**config.mk**
```make
export PLATFORM = sky130hd
export DESIGN_NAME = irq_presenter
export DESIGN_NICKNAME = d
export VERILOG_FILES = /design/src/rtl/irq_pres_pkg.sv /design/src/rtl/ipr_cppr_stage.sv /design/src/rtl/ipr_mfrr_stage.sv /design/src/rtl/ipr_offer_stage.sv /design/src/rtl/ipr_accept_stage.sv /design/src/rtl/irq_presenter.sv
export SDC_FILE = /design/constraint.sdc
export NUM_CORES = 1
export LEC_CHECK = 0
export ABC_CLOCK_PERIOD_IN_PS = 8500
export BUFFER_PORTS_ARGS = -buffer_cell sky130_fd_sc_hd__buf_2
export CELL_PAD_IN_SITES_DETAIL_PLACEMENT = 2
export CELL_PAD_IN_SITES_GLOBAL_PLACEMENT = 2
export CORE_ASPECT_RATIO = 0.5
export CORE_MARGIN = 8
export CORE_UTILIZATION = 29
export DETAILED_ROUTE_END_ITERATION = 8
export GPL_ROUTABILITY_DRIVEN = 0
export GPL_TIMING_DRIVEN = 0
export PLACE_DENSITY_LB_ADDON = 0.1
export SYNTH_ARGS = -nofsm -noshare
export SYNTH_HDL_FRONTEND = slang
export SYNTH_SLANG_ARGS = --single-unit
```
**constraint.sdc**
```tcl
create_clock -name clk -period 8.5 [get_ports clk]
set_clock_uncertainty 0.15 [all_clocks]
set_input_delay 0.85 -clock clk [delete_from_list [all_inputs] [get_ports clk]]
set_output_delay 0.85 -clock clk [all_outputs]
set_load 0.02 [all_outputs]
```
**src/rtl/irq_pres_pkg.sv**
```systemverilog
package irq_pres_pkg;
  typedef enum int unsigned {
    STG_EOI    = 0,
    STG_CPPR   = 1,
    STG_MFRR   = 2,
    STG_OFFER  = 3,
    STG_ACCEPT = 4
  } stage_e;
  localparam int unsigned NUM_STAGES = 5;
  // stages that may displace a source: CPPR, MFRR, OFFER
  localparam int unsigned REJ_SLOTS = 3;
  localparam int unsigned REJ_BASE  = 1;
endpackage

```
**src/rtl/ipr_cppr_stage.sv**
```systemverilog
module ipr_cppr_stage #(
  parameter int unsigned PRI_W       = 8,
  parameter int unsigned SRC_W       = 24,
  parameter int unsigned IPI_SRC     = 2,
  parameter bit          ALWAYS_DOWN = 1'b0
) (
  input  logic             en_i,
  input  logic [PRI_W-1:0] new_cppr_i,
  input  logic [PRI_W-1:0] mfrr_i,
  input  logic [PRI_W-1:0] cppr_i,
  input  logic [PRI_W-1:0] pend_i,
  input  logic [SRC_W-1:0] xisr_i,
  input  logic             need_i,
  output logic [PRI_W-1:0] cppr_o,
  output logic [PRI_W-1:0] pend_o,
  output logic [SRC_W-1:0] xisr_o,
  output logic             need_o,
  output logic             rej_o,
  output logic [SRC_W-1:0] rej_src_o,
  output logic             resend_o
);
  localparam logic [SRC_W-1:0] IPI_ID = SRC_W'(IPI_SRC);

  logic go_down, go_up;

  generate
    if (ALWAYS_DOWN) begin : g_eoi
      assign go_down = en_i;
      assign go_up   = 1'b0;
    end else begin : g_write
      assign go_down = en_i && (new_cppr_i > cppr_i);
      assign go_up   = en_i && (new_cppr_i < cppr_i);
    end
  endgenerate

  always_comb begin
    cppr_o    = cppr_i;
    pend_o    = pend_i;
    xisr_o    = xisr_i;
    need_o    = need_i;
    rej_o     = 1'b0;
    rej_src_o = '0;
    resend_o  = 1'b0;
    if (go_down) begin
      cppr_o = new_cppr_i;
      if ((mfrr_i < new_cppr_i) && (mfrr_i <= pend_i)) begin
        pend_o = mfrr_i;
        xisr_o = IPI_ID;
      end
      resend_o = need_i;
      need_o   = 1'b0;
    end else if (go_up) begin
      cppr_o = new_cppr_i;
      if (new_cppr_i <= pend_i) begin
        rej_o     = 1'b1;
        rej_src_o = xisr_i;
        xisr_o    = '0;
        pend_o    = '1;
      end
    end
  end
endmodule

```
**src/rtl/ipr_mfrr_stage.sv**
```systemverilog
module ipr_mfrr_stage #(
  parameter int unsigned PRI_W   = 8,
  parameter int unsigned SRC_W   = 24,
  parameter int unsigned IPI_SRC = 2
) (
  input  logic             en_i,
  input  logic [PRI_W-1:0] new_mfrr_i,
  input  logic [PRI_W-1:0] mfrr_i,
  input  logic [PRI_W-1:0] cppr_i,
  input  logic [PRI_W-1:0] pend_i,
  input  logic [SRC_W-1:0] xisr_i,
  input  logic             need_i,
  output logic [PRI_W-1:0] mfrr_o,
  output logic [PRI_W-1:0] pend_o,
  output logic [SRC_W-1:0] xisr_o,
  output logic             need_o,
  output logic             rej_o,
  output logic [SRC_W-1:0] rej_src_o,
  output logic             resend_o
);
  localparam logic [SRC_W-1:0] IPI_ID = SRC_W'(IPI_SRC);

  always_comb begin
    mfrr_o    = mfrr_i;
    pend_o    = pend_i;
    xisr_o    = xisr_i;
    need_o    = need_i;
    rej_o     = 1'b0;
    rej_src_o = '0;
    resend_o  = 1'b0;
    if (en_i) begin
      mfrr_o = new_mfrr_i;
      if ((new_mfrr_i < cppr_i) && (new_mfrr_i <= pend_i)) begin
        rej_o     = 1'b1;
        rej_src_o = xisr_i;
        pend_o    = new_mfrr_i;
        xisr_o    = IPI_ID;
      end
      if (new_mfrr_i > mfrr_i) begin
        resend_o = need_i;
        need_o   = 1'b0;
      end
    end
  end
endmodule

```
**src/rtl/ipr_offer_stage.sv**
```systemverilog
module ipr_offer_stage #(
  parameter int unsigned PRI_W = 8,
  parameter int unsigned SRC_W = 24
) (
  input  logic             en_i,
  input  logic [SRC_W-1:0] src_i,
  input  logic [PRI_W-1:0] prio_i,
  input  logic [PRI_W-1:0] mfrr_i,
  input  logic [PRI_W-1:0] cppr_i,
  input  logic [PRI_W-1:0] pend_i,
  input  logic [SRC_W-1:0] xisr_i,
  input  logic             need_i,
  output logic [PRI_W-1:0] pend_o,
  output logic [SRC_W-1:0] xisr_o,
  output logic             need_o,
  output logic             taken_o,
  output logic             rej_o,
  output logic [SRC_W-1:0] rej_src_o
);
  logic wins;
  assign wins = (prio_i < cppr_i) && (prio_i < mfrr_i) && (prio_i < pend_i);

  always_comb begin
    pend_o    = pend_i;
    xisr_o    = xisr_i;
    need_o    = need_i;
    taken_o   = 1'b0;
    rej_o     = 1'b0;
    rej_src_o = '0;
    if (en_i) begin
      if (wins) begin
        taken_o   = 1'b1;
        rej_o     = 1'b1;
        rej_src_o = xisr_i;
        xisr_o    = src_i;
        pend_o    = prio_i;
      end else begin
        need_o = 1'b1;
      end
    end
  end
endmodule

```
**src/rtl/ipr_accept_stage.sv**
```systemverilog
module ipr_accept_stage #(
  parameter int unsigned PRI_W = 8,
  parameter int unsigned SRC_W = 24
) (
  input  logic                   en_i,
  input  logic [PRI_W-1:0]       cppr_i,
  input  logic [PRI_W-1:0]       pend_i,
  input  logic [SRC_W-1:0]       xisr_i,
  output logic [PRI_W-1:0]       cppr_o,
  output logic [PRI_W-1:0]       pend_o,
  output logic [SRC_W-1:0]       xisr_o,
  output logic [PRI_W+SRC_W-1:0] word_o
);
  assign word_o = {cppr_i, xisr_i};

  always_comb begin
    cppr_o = cppr_i;
    pend_o = pend_i;
    xisr_o = xisr_i;
    if (en_i && (xisr_i != '0)) begin
      cppr_o = pend_i;
      pend_o = '1;
      xisr_o = '0;
    end
  end
endmodule

```
**src/rtl/irq_presenter.sv**
```systemverilog
module irq_presenter
  import irq_pres_pkg::*;
#(
  parameter int unsigned PRI_W   = 8,
  parameter int unsigned SRC_W   = 24,
  parameter int unsigned IPI_SRC = 2
) (
  input  logic                           clk,
  input  logic                           rst_n,
  input  logic                           offer_valid,
  output logic                           offer_ready,
  input  logic [SRC_W-1:0]               offer_src,
  input  logic [PRI_W-1:0]               offer_prio,
  input  logic                           acc_valid,
  input  logic                           cppr_wr_valid,
  input  logic [PRI_W-1:0]               cppr_wr_data,
  input  logic                           mfrr_wr_valid,
  input  logic [PRI_W-1:0]               mfrr_wr_data,
  input  logic                           eoi_valid,
  input  logic [PRI_W+SRC_W-1:0]         eoi_word,
  output logic                           offer_done,
  output logic                           offer_taken,
  output logic [REJ_SLOTS-1:0]           rej_valid,
  output logic [REJ_SLOTS*SRC_W-1:0]     rej_src,
  output logic                           resend_req,
  output logic                           eoi_fwd_valid,
  output logic [SRC_W-1:0]               eoi_fwd_src,
  output logic                           xirr_valid,
  output logic [PRI_W+SRC_W-1:0]         xirr_data,
  output logic                           irq_out
);
  localparam int unsigned WORD_W = PRI_W + SRC_W;
  localparam int unsigned NIDX   = NUM_STAGES + 1;
  localparam int unsigned NREJ   = REJ_BASE + REJ_SLOTS;
  localparam logic [SRC_W-1:0] IPI_ID = SRC_W'(IPI_SRC);

  // architectural state
  logic [PRI_W-1:0] cppr_q, mfrr_q, pend_q;
  logic [SRC_W-1:0] xisr_q;
  logic             need_q;

  // state as it flows through the ordered stages
  logic [PRI_W-1:0] cppr_s [NIDX];
  logic [PRI_W-1:0] pend_s [NIDX];
  logic [SRC_W-1:0] xisr_s [NIDX];
  logic             need_s [NIDX];
  logic [PRI_W-1:0] mfrr_n;

  logic             rej_raw     [NREJ];
  logic [SRC_W-1:0] rej_src_raw [NREJ];
  logic             rs_eoi, rs_cppr, rs_mfrr;
  logic             taken_c;
  logic [WORD_W-1:0] acc_word;

  assign cppr_s[0] = cppr_q;
  assign pend_s[0] = pend_q;
  assign xisr_s[0] = xisr_q;
  assign need_s[0] = need_q;

  ipr_cppr_stage #(.PRI_W(PRI_W), .SRC_W(SRC_W), .IPI_SRC(IPI_SRC), .ALWAYS_DOWN(1'b1)) u_eoi (
    .en_i(eoi_valid), .new_cppr_i(eoi_word[WORD_W-1:SRC_W]), .mfrr_i(mfrr_q),
    .cppr_i(cppr_s[STG_EOI]), .pend_i(pend_s[STG_EOI]), .xisr_i(xisr_s[STG_EOI]),
    .need_i(need_s[STG_EOI]),
    .cppr_o(cppr_s[STG_EOI+1]), .pend_o(pend_s[STG_EOI+1]), .xisr_o(xisr_s[STG_EOI+1]),
    .need_o(need_s[STG_EOI+1]),
    .rej_o(rej_raw[STG_EOI]), .rej_src_o(rej_src_raw[STG_EOI]), .resend_o(rs_eoi)
  );

  ipr_cppr_stage #(.PRI_W(PRI_W), .SRC_W(SRC_W), .IPI_SRC(IPI_SRC), .ALWAYS_DOWN(1'b0)) u_cppr (
    .en_i(cppr_wr_valid), .new_cppr_i(cppr_wr_data), .mfrr_i(mfrr_q),
    .cppr_i(cppr_s[STG_CPPR]), .pend_i(pend_s[STG_CPPR]), .xisr_i(xisr_s[STG_CPPR]),
    .need_i(need_s[STG_CPPR]),
    .cppr_o(cppr_s[STG_CPPR+1]), .pend_o(pend_s[STG_CPPR+1]), .xisr_o(xisr_s[STG_CPPR+1]),
    .need_o(need_s[STG_CPPR+1]),
    .rej_o(rej_raw[STG_CPPR]), .rej_src_o(rej_src_raw[STG_CPPR]), .resend_o(rs_cppr)
  );

  assign cppr_s[STG_MFRR+1] = cppr_s[STG_MFRR];
  ipr_mfrr_stage #(.PRI_W(PRI_W), .SRC_W(SRC_W), .IPI_SRC(IPI_SRC)) u_mfrr (
    .en_i(mfrr_wr_valid), .new_mfrr_i(mfrr_wr_data), .mfrr_i(mfrr_q),
    .cppr_i(cppr_s[STG_MFRR]), .pend_i(pend_s[STG_MFRR]), .xisr_i(xisr_s[STG_MFRR]),
    .need_i(need_s[STG_MFRR]),
    .mfrr_o(mfrr_n), .pend_o(pend_s[STG_MFRR+1]), .xisr_o(xisr_s[STG_MFRR+1]),
    .need_o(need_s[STG_MFRR+1]),
    .rej_o(rej_raw[STG_MFRR]), .rej_src_o(rej_src_raw[STG_MFRR]), .resend_o(rs_mfrr)
  );

  assign cppr_s[STG_OFFER+1] = cppr_s[STG_OFFER];
  ipr_offer_stage #(.PRI_W(PRI_W), .SRC_W(SRC_W)) u_offer (
    .en_i(offer_valid), .src_i(offer_src), .prio_i(offer_prio), .mfrr_i(mfrr_n),
    .cppr_i(cppr_s[STG_OFFER]), .pend_i(pend_s[STG_OFFER]), .xisr_i(xisr_s[STG_OFFER]),
    .need_i(need_s[STG_OFFER]),
    .pend_o(pend_s[STG_OFFER+1]), .xisr_o(xisr_s[STG_OFFER+1]), .need_o(need_s[STG_OFFER+1]),
    .taken_o(taken_c), .rej_o(rej_raw[STG_OFFER]), .rej_src_o(rej_src_raw[STG_OFFER])
  );

  assign need_s[STG_ACCEPT+1] = need_s[STG_ACCEPT];
  ipr_accept_stage #(.PRI_W(PRI_W), .SRC_W(SRC_W)) u_accept (
    .en_i(acc_valid),
    .cppr_i(cppr_s[STG_ACCEPT]), .pend_i(pend_s[STG_ACCEPT]), .xisr_i(xisr_s[STG_ACCEPT]),
    .cppr_o(cppr_s[STG_ACCEPT+1]), .pend_o(pend_s[STG_ACCEPT+1]), .xisr_o(xisr_s[STG_ACCEPT+1]),
    .word_o(acc_word)
  );

  always_ff @(posedge clk) begin
    if (!rst_n) begin
      cppr_q <= '0;
      mfrr_q <= '1;
      pend_q <= '1;
      xisr_q <= '0;
      need_q <= 1'b0;
    end else begin
      cppr_q <= cppr_s[NUM_STAGES];
      mfrr_q <= mfrr_n;
      pend_q <= pend_s[NUM_STAGES];
      xisr_q <= xisr_s[NUM_STAGES];
      need_q <= need_s[NUM_STAGES];
    end
  end

  // reject slots: filter out the empty source and the IPI pseudo-source
  genvar gs;
  generate
    for (gs = 0; gs < REJ_SLOTS; gs++) begin : g_rej
      always_ff @(posedge clk) begin
        if (!rst_n) begin
          rej_valid[gs]                 <= 1'b0;
          rej_src[gs*SRC_W +: SRC_W]    <= '0;
        end else begin
          rej_valid[gs] <= rej_raw[REJ_BASE+gs] &&
                           (rej_src_raw[REJ_BASE+gs] != '0) &&
                           (rej_src_raw[REJ_BASE+gs] != IPI_ID);
          rej_src[gs*SRC_W +: SRC_W] <= rej_src_raw[REJ_BASE+gs];
        end
      end
    end
  endgenerate

  always_ff @(posedge clk) begin
    if (!rst_n) begin
      offer_done    <= 1'b0;
      offer_taken   <= 1'b0;
      resend_req    <= 1'b0;
      eoi_fwd_valid <= 1'b0;
      eoi_fwd_src   <= '0;
      xirr_valid    <= 1'b0;
      xirr_data     <= '0;
    end else begin
      offer_done    <= offer_valid;
      offer_taken   <= taken_c;
      resend_req    <= rs_eoi | rs_cppr | rs_mfrr;
      eoi_fwd_valid <= eoi_valid && (eoi_word[SRC_W-1:0] != IPI_ID);
      eoi_fwd_src   <= eoi_word[SRC_W-1:0];
      xirr_valid    <= acc_valid;
      xirr_data     <= acc_word;
    end
  end

  assign offer_ready = 1'b1;
  assign irq_out     = (xisr_q != '0) && (pend_q < cppr_q);
endmodule

```
==> results of run 1 <==
==> layout by cell type, fill, tap and decap left out, drive strengths merged, types with 3 or more instances in the layout <==
| cell | Yosys | final |
|---|---|---|
| and4 | 6 | 6 |
| o2111ai | 3 | 3 |
| clkinvlp | 0 | 3 |
| a21oi | 60 | 60 |
| nor3 | 29 | 29 |
| o21ai | 22 | 22 |
| nand4 | 13 | 13 |
| clkinv | 0 | 3 |
| a31oi | 3 | 3 |
| inv | 71 | 79 |
| a211oi | 31 | 31 |
| a221oi | 7 | 7 |
| and3 | 8 | 8 |
| clkbuf | 27 | 43 |
| mux2 | 10 | 10 |
| and2 | 54 | 54 |
| nor4 | 37 | 37 |
| o211ai | 11 | 11 |
| nand2 | 49 | 49 |
| dfxtp | 185 | 185 |
| buf | 18 | 295 |
| nand2b | 7 | 7 |
| mux2i | 30 | 30 |
| nor2b | 9 | 9 |
| nand3 | 36 | 36 |
| a21o | 12 | 12 |
| o21a | 9 | 9 |
| ha | 95 | 95 |
| a2111oi | 3 | 3 |
| nor2 | 62 | 62 |
==> worst paths after layout <==
| check | endpoint | slack [ns] | depth (start not counted) |
|---|---|---|---|
| worst min register to register | resend_req$_SDFF_PN0_ | 0.29 | 2 |
| worst max register to register | cppr_q[3]$_SDFF_PN0_ | -0.24 | 37 |
| worst min-delay path | resend_req$_SDFF_PN0_ | 0.29 | 2 |
| worst max-delay path | cppr_q[3]$_SDFF_PN0_ | -0.24 | 39 |
==> cell families (layout without fill, tap and decap cells) <==
logic type / count (synthesis) / count (layout) / synth area share
and+or+nand+nor: 319 / 319 / 0.1903
buffers and inverters: 116 / 423 / 0.05481
xor gates and xnor gates: 3 / 3 / 0.002990
DFF: 185 / 185 / 0.4214
muxes: 40 / 40 / 0.04698
adders and majority gates: 96 / 96 / 0.1364
AOI/OAI and AO/OA: 179 / 179 / 0.1468
other: 1 / 2 / 0.0004266
==> worst max-delay path, delay by kind of cell <==
kind	cells	cell delay [ns]
compound gates	13	2.68
fa+ha+maj	4	1.02
buf+inv	9	1.29
mux	4	1.13
simple gates	9	1.90
==> per-layer routing <==
layer | share of wire | vias up | global-route usage
met5 | 0 | - | 0
met4 | 0.024 | 0 | 0.06150
met3 | 0.036 | 38 | 0.03823
met2 | 0.51 | 145 | 0.3591
met1 | 0.43 | 4111 | 0.2338
li1 | - | 3948 | -
==> power by group through the flow <==
stage | logic (mW) | clock network [mW] | registers (mW)
CTS | 1.04 | 0.798 | 0.992
floorplan | 0.537 | 0 | 1.02
global placement | 0.846 | 0 | 1.01
global route | 1.23 | 0.838 | 0.998
detailed placement | 0.880 | 0 | 1.01
finish | 1.14 | 0.781 | 0.992
==> registers in the layout (all words and copies together) (netlist names), 3 cells and up <==
name / flops
eoi_fwd_src: 24
cppr_q: 8
rej_valid: 3
rej_src: 72
mfrr_q: 8
pend_q: 8
xirr_data: 32
xisr_q: 24
==> through the flow <==
stage                     cells   TNS, ns
final                      1646    -8.784
after floorplan             939         0
after global routing       1645    -43.24
after global placement     1560   -187.31
after CTS                  1623  -0.06463
after detailed placement   1560   -205.71
==> cell type report <==
class / instances / area (um^2)
diodes: 1 / 2.502
plain buffers: 44 / 287.8
clock buffers: 17 / 425.4
clock inverters: 14 / 151.4
fillers: 3343 / 17980
inverters: 71 / 266.5
multi-input cells: 638 / 5117
flip-flops and latches: 185 / 3739
well taps: 399 / 499.2
repair buffers: 277 / 1594
==> timing repair <==
item | 4_1_cts | 5_1_grt
setup buffers | 31 | 24
setup endpoints to repair | 91 | 91
gates resized for setup | 99 | 44
gates cloned | 2 | 3
pin swaps | 28 | 23
==> summary.txt, run 1 <==
outcome: complete, but fails checks
failing checks: setup timing
num rows: 45
net switching power: 1.124 mW
Routed Wire Length: 37.72 mm
CTS tree: done
Worst Setup End Kind: flip-flop
switch share: 0.3861
number of setup violations in the final report: 82
RR Startpoint: mfrr_q[6]$_SDFF_PN1_
CTS clk-pin slew, worst paths: 0.07 ns
initial antenna violation count: 0
Final Hold Vio Count: 0
layout cells sized above 1: 0.3515
Syn Inst Count: 939
Pwr Total: 2.911 mW
ys async rst share: 0
full die area: 0.03647 mm^2
area leader, netlist: dfxtp_1
Pwr Density: 240.9 mW/mm^2
WS Path Type: primary input to flip-flop
top-count cell post-synth: dfxtp_1
via count: 8242
EDFF count, synth: 0
area delta synth->final: 37.47%
Detailed Route Iter0 Violations: 287
Final Cell Area: 0.01208 mm^2
Post-synth top flop: dfxtp_1
clock share of power: 0.268
Largest stage delay, worst path: 0.57 ns
I/O Buffers: 222
post-route ant nets: 0
grt ovf: 0
detailed-route DRC error count: 0
Hold-fix buffers, CTS: 0
VDD IR max: 0.1245 mV
root buf cell: clkbuf_16
die width: 262.2 um
DP Area: 0.01041 mm^2
CTS max path bufs: 2
Syn Nets: 1121
Netlist cell types: 65
slew at the pin with the worst max-slew slack: 0.9054 ns
ranking of synthesized cells by area: dfxtp_1 (42%), ha_1 (14%), and2_1 (3.8%)
worst min-delay path class: flip-flop to flip-flop
Num CTS Buffers: 17
Leakage: 5.548 nW
fmax: 0.1144 GHz
critical path arrival: 8.92 ns
vias in the first global route: 9279
Reg power frac: 0.341
share of the synthesized area in the top cell type: 0.4214
Final Max Slew Viols: 0
Yosys reg bits: 185
Comb pwr share: 0.391
DR vias/cell: 5.007
dpl ws: -2.394 ns
Tmin final: 8.741 ns
Syn Std Cell Area: 0.008790 mm^2
Die H: 139.1 um
yosys warns: 0
crit path max-delay cell type: or4b_4
I/O pin count: 225
worst skew pair latency: 0.43 ns
GRT Total Usage: 0.1978
Slew headroom: 0.3964
register area share after synthesis: 0.4214
Hold Path Origin: need_q$_SDFF_PN0_
CP max FO: 7
worst hold slack: 0.2905 ns
DR pass1 iterations: 4
Int Power: 1.787 mW
# Max-Cap Violations: 0
worst setup margin: -0.2414 ns
list of most frequent post-synthesis cells: dfxtp_1 (185), ha_1 (95), inv_1 (71)
initial cell density of the core: 0.2923
final layout net count: 1416
CP startpoint: eoi_word[30]
drt wl/cell: 22.92 um
core area: 0.03007 mm^2
# clock sinks: 185
fin crit share: 1.028
CP startpoint kind: primary input
critical path data required time: 8.68 ns
hpwl dp: 29.00 mm
Final Util: 0.4019
largest net degree at the start of global routing: 20
Avg Inst Size Synth: 9.361 um^2
H-tree Lvls: 4
first-pass GRT wire length: 56.17 mm
RSZ-0062 raised after global routing: yes
(Power assumes the default switching activity.)
==> run 2, diff against run 1 <==
--- a/config.mk
+++ b/config.mk
@@ -16,6 +16,7 @@
 export GPL_ROUTABILITY_DRIVEN = 0
 export GPL_TIMING_DRIVEN = 0
 export PLACE_DENSITY_LB_ADDON = 0.1
+export SKIP_CTS_REPAIR_TIMING = 1
 export SYNTH_ARGS = -nofsm -noshare
 export SYNTH_HDL_FRONTEND = slang
 export SYNTH_SLANG_ARGS = --single-unit
==> summary.txt, run 2 (synthesized netlist as in run 1, its figures left out) <==
Tmin final: 8.699 ns
critical path arrival: 8.87 ns
CTS tree: done
critical path data required time: 8.67 ns
# Max-Cap Violations: 0
number of setup violations in the final report: 49
# clock sinks: 185
layout cells sized above 1: 0.3620
DR WL met3: 1.173 mm
crit path max-delay cell type: or4b_4
RSZ-0062 raised after global routing: yes
slew at the pin with the worst max-slew slack: 0.9658 ns
routed metal-1 wirelength: 16.54 mm
hold depth: 2
grt ovf: 0
worst min-delay path class: flip-flop to flip-flop
largest net degree at the start of global routing: 20
worst setup margin: -0.1986 ns
Fin Setup TNS: -3.596 ns
Reg power frac: 0.340
FF-to-FF setup slack: -0.20 ns
Final Max Slew Viols: 0
full die area: 0.03647 mm^2
initial cell density of the core: 0.2923
DP Area: 0.01041 mm^2
fmax: 0.1150 GHz
worst hold endpoint: resend_req$_SDFF_PN0_
Final Hold Vio Count: 0
CP startpoint kind: flip-flop
Largest Register: rej_src
DR pass1 iterations: 5
CTS clk-pin slew, worst paths: 0.07 ns
Die H: 139.1 um
Final Util: 0.4054
Slew headroom: 0.3561
initial antenna violation count: 0
Final Cell Area: 0.01219 mm^2
met2 wire len: 19.41 mm
hpwl dp: 29.00 mm
biggest regs: rej_src x72, xirr_data x32
root buf cell: clkbuf_16
GRT Total Usage: 0.1920
detailed-route DRC error count: 0
switch share: 0.3912
VDD IR max: 0.1402 mV
Antenna diodes: 0
failing checks: setup timing
num rows: 45
Num CTS Buffers: 17
Largest stage delay, worst path: 0.58 ns
max reg flops: 72
drt wl/cell: 23.10 um
DR vias/cell: 5.024
FF-to-FF End: cppr_q[5]$_SDFF_PN0_
vias in the first global route: 9070
I/O pin count: 225
fin crit share: 1.023
RR Startpoint: mfrr_q[2]$_SDFF_PN1_
via count: 8265
Worst Setup End Kind: flip-flop
die width: 262.2 um
Int Power: 1.772 mW
Leakage: 5.535 nW
final cell count without fillers: 1645
area delta synth->final: 38.66%
worst skew pair latency: 0.43 ns
H-tree Lvls: 4
final layout net count: 1416
Comb pwr share: 0.391
Pwr Density: 238.8 mW/mm^2
net switching power: 1.138 mW
Routed Wire Length: 38.01 mm
Top Metal Used: met4
most common cell after layout, fill and taps aside: buf_2
CP max FO: 7
first-pass GRT wire length: 54.64 mm
CTS max path bufs: 2
outcome: complete, but fails checks
Cell Count Post-Placement: 1560
fill count: 3321
worst hold slack: 0.3040 ns
commonest non-fill, non-tap cells in the layout: buf_2 (228), dfxtp_1 (171), ha_1 (81)
Detailed Route Iter0 Violations: 315
FF-to-FF path depth: 38
post-route ant nets: 0
Hold Path Origin: need_q$_SDFF_PN0_
WS Path Type: flip-flop to flip-flop
core area: 0.03007 mm^2
clock share of power: 0.269
I/O Buffers: 222
run 2: stage by stage:
stage	setup WS [ns]	total power [mW]
global placement	-2.188	1.854
finish	-0.1986	2.910
CTS	-2.124	2.677
global route	-0.4500	3.056
detailed placement	-2.394	1.888
floorplan	0.03436	1.554
run 2: worst max-delay path by stage:
stage	cells after the start	start	to
floorplan	38	eoi_word[25]	cppr_q[3]$_SDFF_PN0_
global placement	39	eoi_word[25]	cppr_q[3]$_SDFF_PN0_
detailed placement	39	eoi_word[25]	rej_src[63]$_SDFF_PN0_
CTS	36	mfrr_q[3]$_SDFF_PN1_	cppr_q[3]$_SDFF_PN0_
global route	38	pend_q[2]$_SDFF_PP1_	cppr_q[5]$_SDFF_PN0_
finish	38	mfrr_q[2]$_SDFF_PN1_	cppr_q[5]$_SDFF_PN0_
run 2: cell type report:
class / count / area [um^2] / share of cell area
flip-flops and latches: 185 / 3754 / 0.3080
repair buffers: 276 / 1548 / 0.1270
clock buffers: 17 / 425.4 / 0.03490
multi-input cells: 640 / 5290 / 0.4340
plain buffers: 43 / 254.0 / 0.02084
inverters: 71 / 266.5 / 0.02187
clock inverters: 14 / 151.4 / 0.01242
well taps: 399 / 499.2 / 0.04096
run 2: critical path: cells and delay by family, from the launching register on:
| kind | cells | cell delay [ns] |
|---|---|---|
| compound gates | 18 | 3.39 |
| fa+ha+maj | 4 | 1.11 |
| buf+inv | 5 | 0.81 |
| flops | 1 | 0.41 |
| mux | 2 | 0.68 |
| simple gates | 9 | 2.05 |
run 2: layer usage:
metal	global-route usage	vias up
li1	-	3950
met1	0.2277	4129
met2	0.3464	138
met3	0.03912	48
met4	0.05946	0
met5	0	-
run 2: power groups by stage:
| stage | clock (mW) | sequential (mW) | combinational, mW |
|---|---|---|---|
| after global routing | 0.837 | 0.995 | 1.22 |
| after floorplan | 0 | 1.02 | 0.537 |
| after global placement | 0 | 1.01 | 0.846 |
| final | 0.781 | 0.989 | 1.14 |
| after detailed placement | 0 | 1.01 | 0.880 |
| after CTS | 0.798 | 0.989 | 0.890 |
==> run 3, diff against run 2 <==
--- a/config.mk
+++ b/config.mk
@@ -5,13 +5,12 @@
 export SDC_FILE = /design/constraint.sdc
 export NUM_CORES = 1
 export LEC_CHECK = 0
-export ABC_CLOCK_PERIOD_IN_PS = 8500
+export ABC_CLOCK_PERIOD_IN_PS = 10650
 export BUFFER_PORTS_ARGS = -buffer_cell sky130_fd_sc_hd__buf_2
 export CELL_PAD_IN_SITES_DETAIL_PLACEMENT = 2
 export CELL_PAD_IN_SITES_GLOBAL_PLACEMENT = 2
 export CORE_ASPECT_RATIO = 0.5
-export CORE_MARGIN = 8
-export CORE_UTILIZATION = 29
+export CORE_UTILIZATION = 34
 export DETAILED_ROUTE_END_ITERATION = 8
 export GPL_ROUTABILITY_DRIVEN = 0
 export GPL_TIMING_DRIVEN = 0
==> constraint.sdc (replaced) <==
create_clock -name clk -period 10.65 [get_ports clk]
set_clock_uncertainty 0.15 [all_clocks]
set_input_delay 1.065 -clock clk [delete_from_list [all_inputs] [get_ports clk]]
set_output_delay 1.065 -clock clk [all_outputs]
set_load 0.02 [all_outputs]
==> summary.txt, run 3 (synthesized netlist as in run 1, its figures left out) <==
core area: 0.02529 mm^2
most used cell, CP: ha_1
Num CTS Buffers: 17
CTS max path bufs: 2
Fin Setup TNS: 0 ns
DR vias/cell: 5.261
dpl ws: -0.9786 ns
Die H: 115.7 um
via count: 8092
Leakage: 5.216 nW
area delta synth->final: 25.01%
final layout net count: 1363
largest net degree at the start of global routing: 21
full die area: 0.02654 mm^2
slew at the pin with the worst max-slew slack: 0.8862 ns
first-pass GRT wire length: 50.98 mm
# Max-Cap Violations: 0
GRT Total Usage: 0.2578
worst setup margin: 0.5484 ns
initial antenna violation count: 0
Tmin final: 10.10 ns
I/O pin count: 225
Routed Wire Length: 34.16 mm
Antenna diodes: 0
Final Max Slew Viols: 0
number of setup violations in the final report: 0
vias in the first global route: 8473
die width: 229.4 um
commonest non-fill, non-tap cells in the layout: buf_2 (232), dfxtp_1 (185), ha_1 (95)
failing checks: DRC
CP max FO: 10
initial cell density of the core: 0.3475
Detailed Route Iter0 Violations: 363
detailed-route DRC error count: 2
Final Hold Vio Count: 0
WS Path Type: primary input to flip-flop
biggest regs: rej_src x72, xirr_data x32
DP Area: 0.01033 mm^2
layout cells sized above 1: 0.2596
critical path data required time: 10.88 ns
fill count: 2769
root buf cell: clkbuf_16
VDD IR max: 0.1123 mV
grt ovf: 0
critical path arrival: 10.33 ns
fmax: 0.09899 GHz
FF-to-FF path depth: 35
Worst Setup End Kind: flip-flop
hpwl dp: 27.04 mm
max reg flops: 72
Largest Register: rej_src
worst skew pair latency: 0.44 ns
H-tree Lvls: 4
hold depth: 2
Slew headroom: 0.4092
I/O Buffers: 222
CTS clk-pin slew, worst paths: 0.08 ns
drt wl/cell: 22.21 um
fin crit share: 0.9485
DR pass1 iterations: 6
# clock sinks: 185
worst min-delay path class: flip-flop to flip-flop
Largest stage delay, worst path: 0.71 ns
post-route ant nets: 0
crit path max-delay cell type: or4b_2
num rows: 41
Final Cell Area: 0.01099 mm^2
Pwr Density: 195.3 mW/mm^2
CTS tree: done
RSZ-0062 raised after global routing: no
CP startpoint kind: primary input
outcome: complete, but fails checks
most common cell after layout, fill and taps aside: buf_2
[run 3: changes by cell type in the layout (fill, tap and decap cells not counted), sizes merged]
cell      previous run  this run
buf                292       242
nand3               38        36
clkinv               3         7
clkbuf              44        43
clkinvlp             3         0
[run 3: report_power, final]
part           total, mW  internal (mW)  switching [mW]  leakage (nW)
clock              0.638          0.319           0.319         0.294
sequential         0.790          0.743          0.0475          1.51
combinational      0.718          0.249           0.470          3.41
[run 3: critical path: cells and delay by family]
family / cells / cell delay, ns
buffers and inverters: 7 / 1.34
adders and majority gates: 5 / 1.68
muxes: 2 / 0.59
and+or+nand+nor: 8 / 2.18
AOI/OAI and AO/OA: 15 / 3.45
[run 3: layout make-up]
class | count | area, um^2 | share of cell area
multi-input combinational | 638 | 4648 | 0.4230
sequential | 185 | 3704 | 0.3371
timing repair buffer | 223 | 1119 | 0.1018
tap | 344 | 430.4 | 0.03917
clock buffer | 17 | 425.4 | 0.03872
inverter | 71 | 266.5 | 0.02425
buffer | 45 | 220.2 | 0.02004
clock inverter | 15 | 175.2 | 0.01594
[run 3: path summary, 6_finish.rpt]
check	from	endpoint	slack, ns
worst min register to register	need_q$_SDFF_PN0_	resend_req$_SDFF_PN0_	0.30
worst min-delay path	need_q$_SDFF_PN0_	resend_req$_SDFF_PN0_	0.30
worst max-delay path	eoi_word[27]	rej_src[53]$_SDFF_PN0_	0.55
worst max register to register	mfrr_q[3]$_SDFF_PN1_	rej_src[53]$_SDFF_PN0_	0.62
[run 3: per-layer routing]
| metal | GRT usage | part of all wire | up-vias |
|---|---|---|---|
| met4 | 0.07289 | 0.018 | 0 |
| met3 | 0.04158 | 0.043 | 39 |
| met2 | 0.4530 | 0.49 | 167 |
| met1 | 0.3297 | 0.45 | 4041 |
| met5 | 0 | 0 | - |
| li1 | - | - | 3845 |
[run 3: metrics by stage]
stage               power [mW]  cells  hold WS [ns]  utilization
finish                   2.146   1538        0.2997       0.4345
global route             2.258   1538        0.3278       0.4345
CTS                      2.148   1537        0.3014       0.4322
detailed placement       1.500   1505        0.2869       0.4085
global placement         1.463   1505        0.2750       0.4085
floorplan                1.239    939        0.2594            -
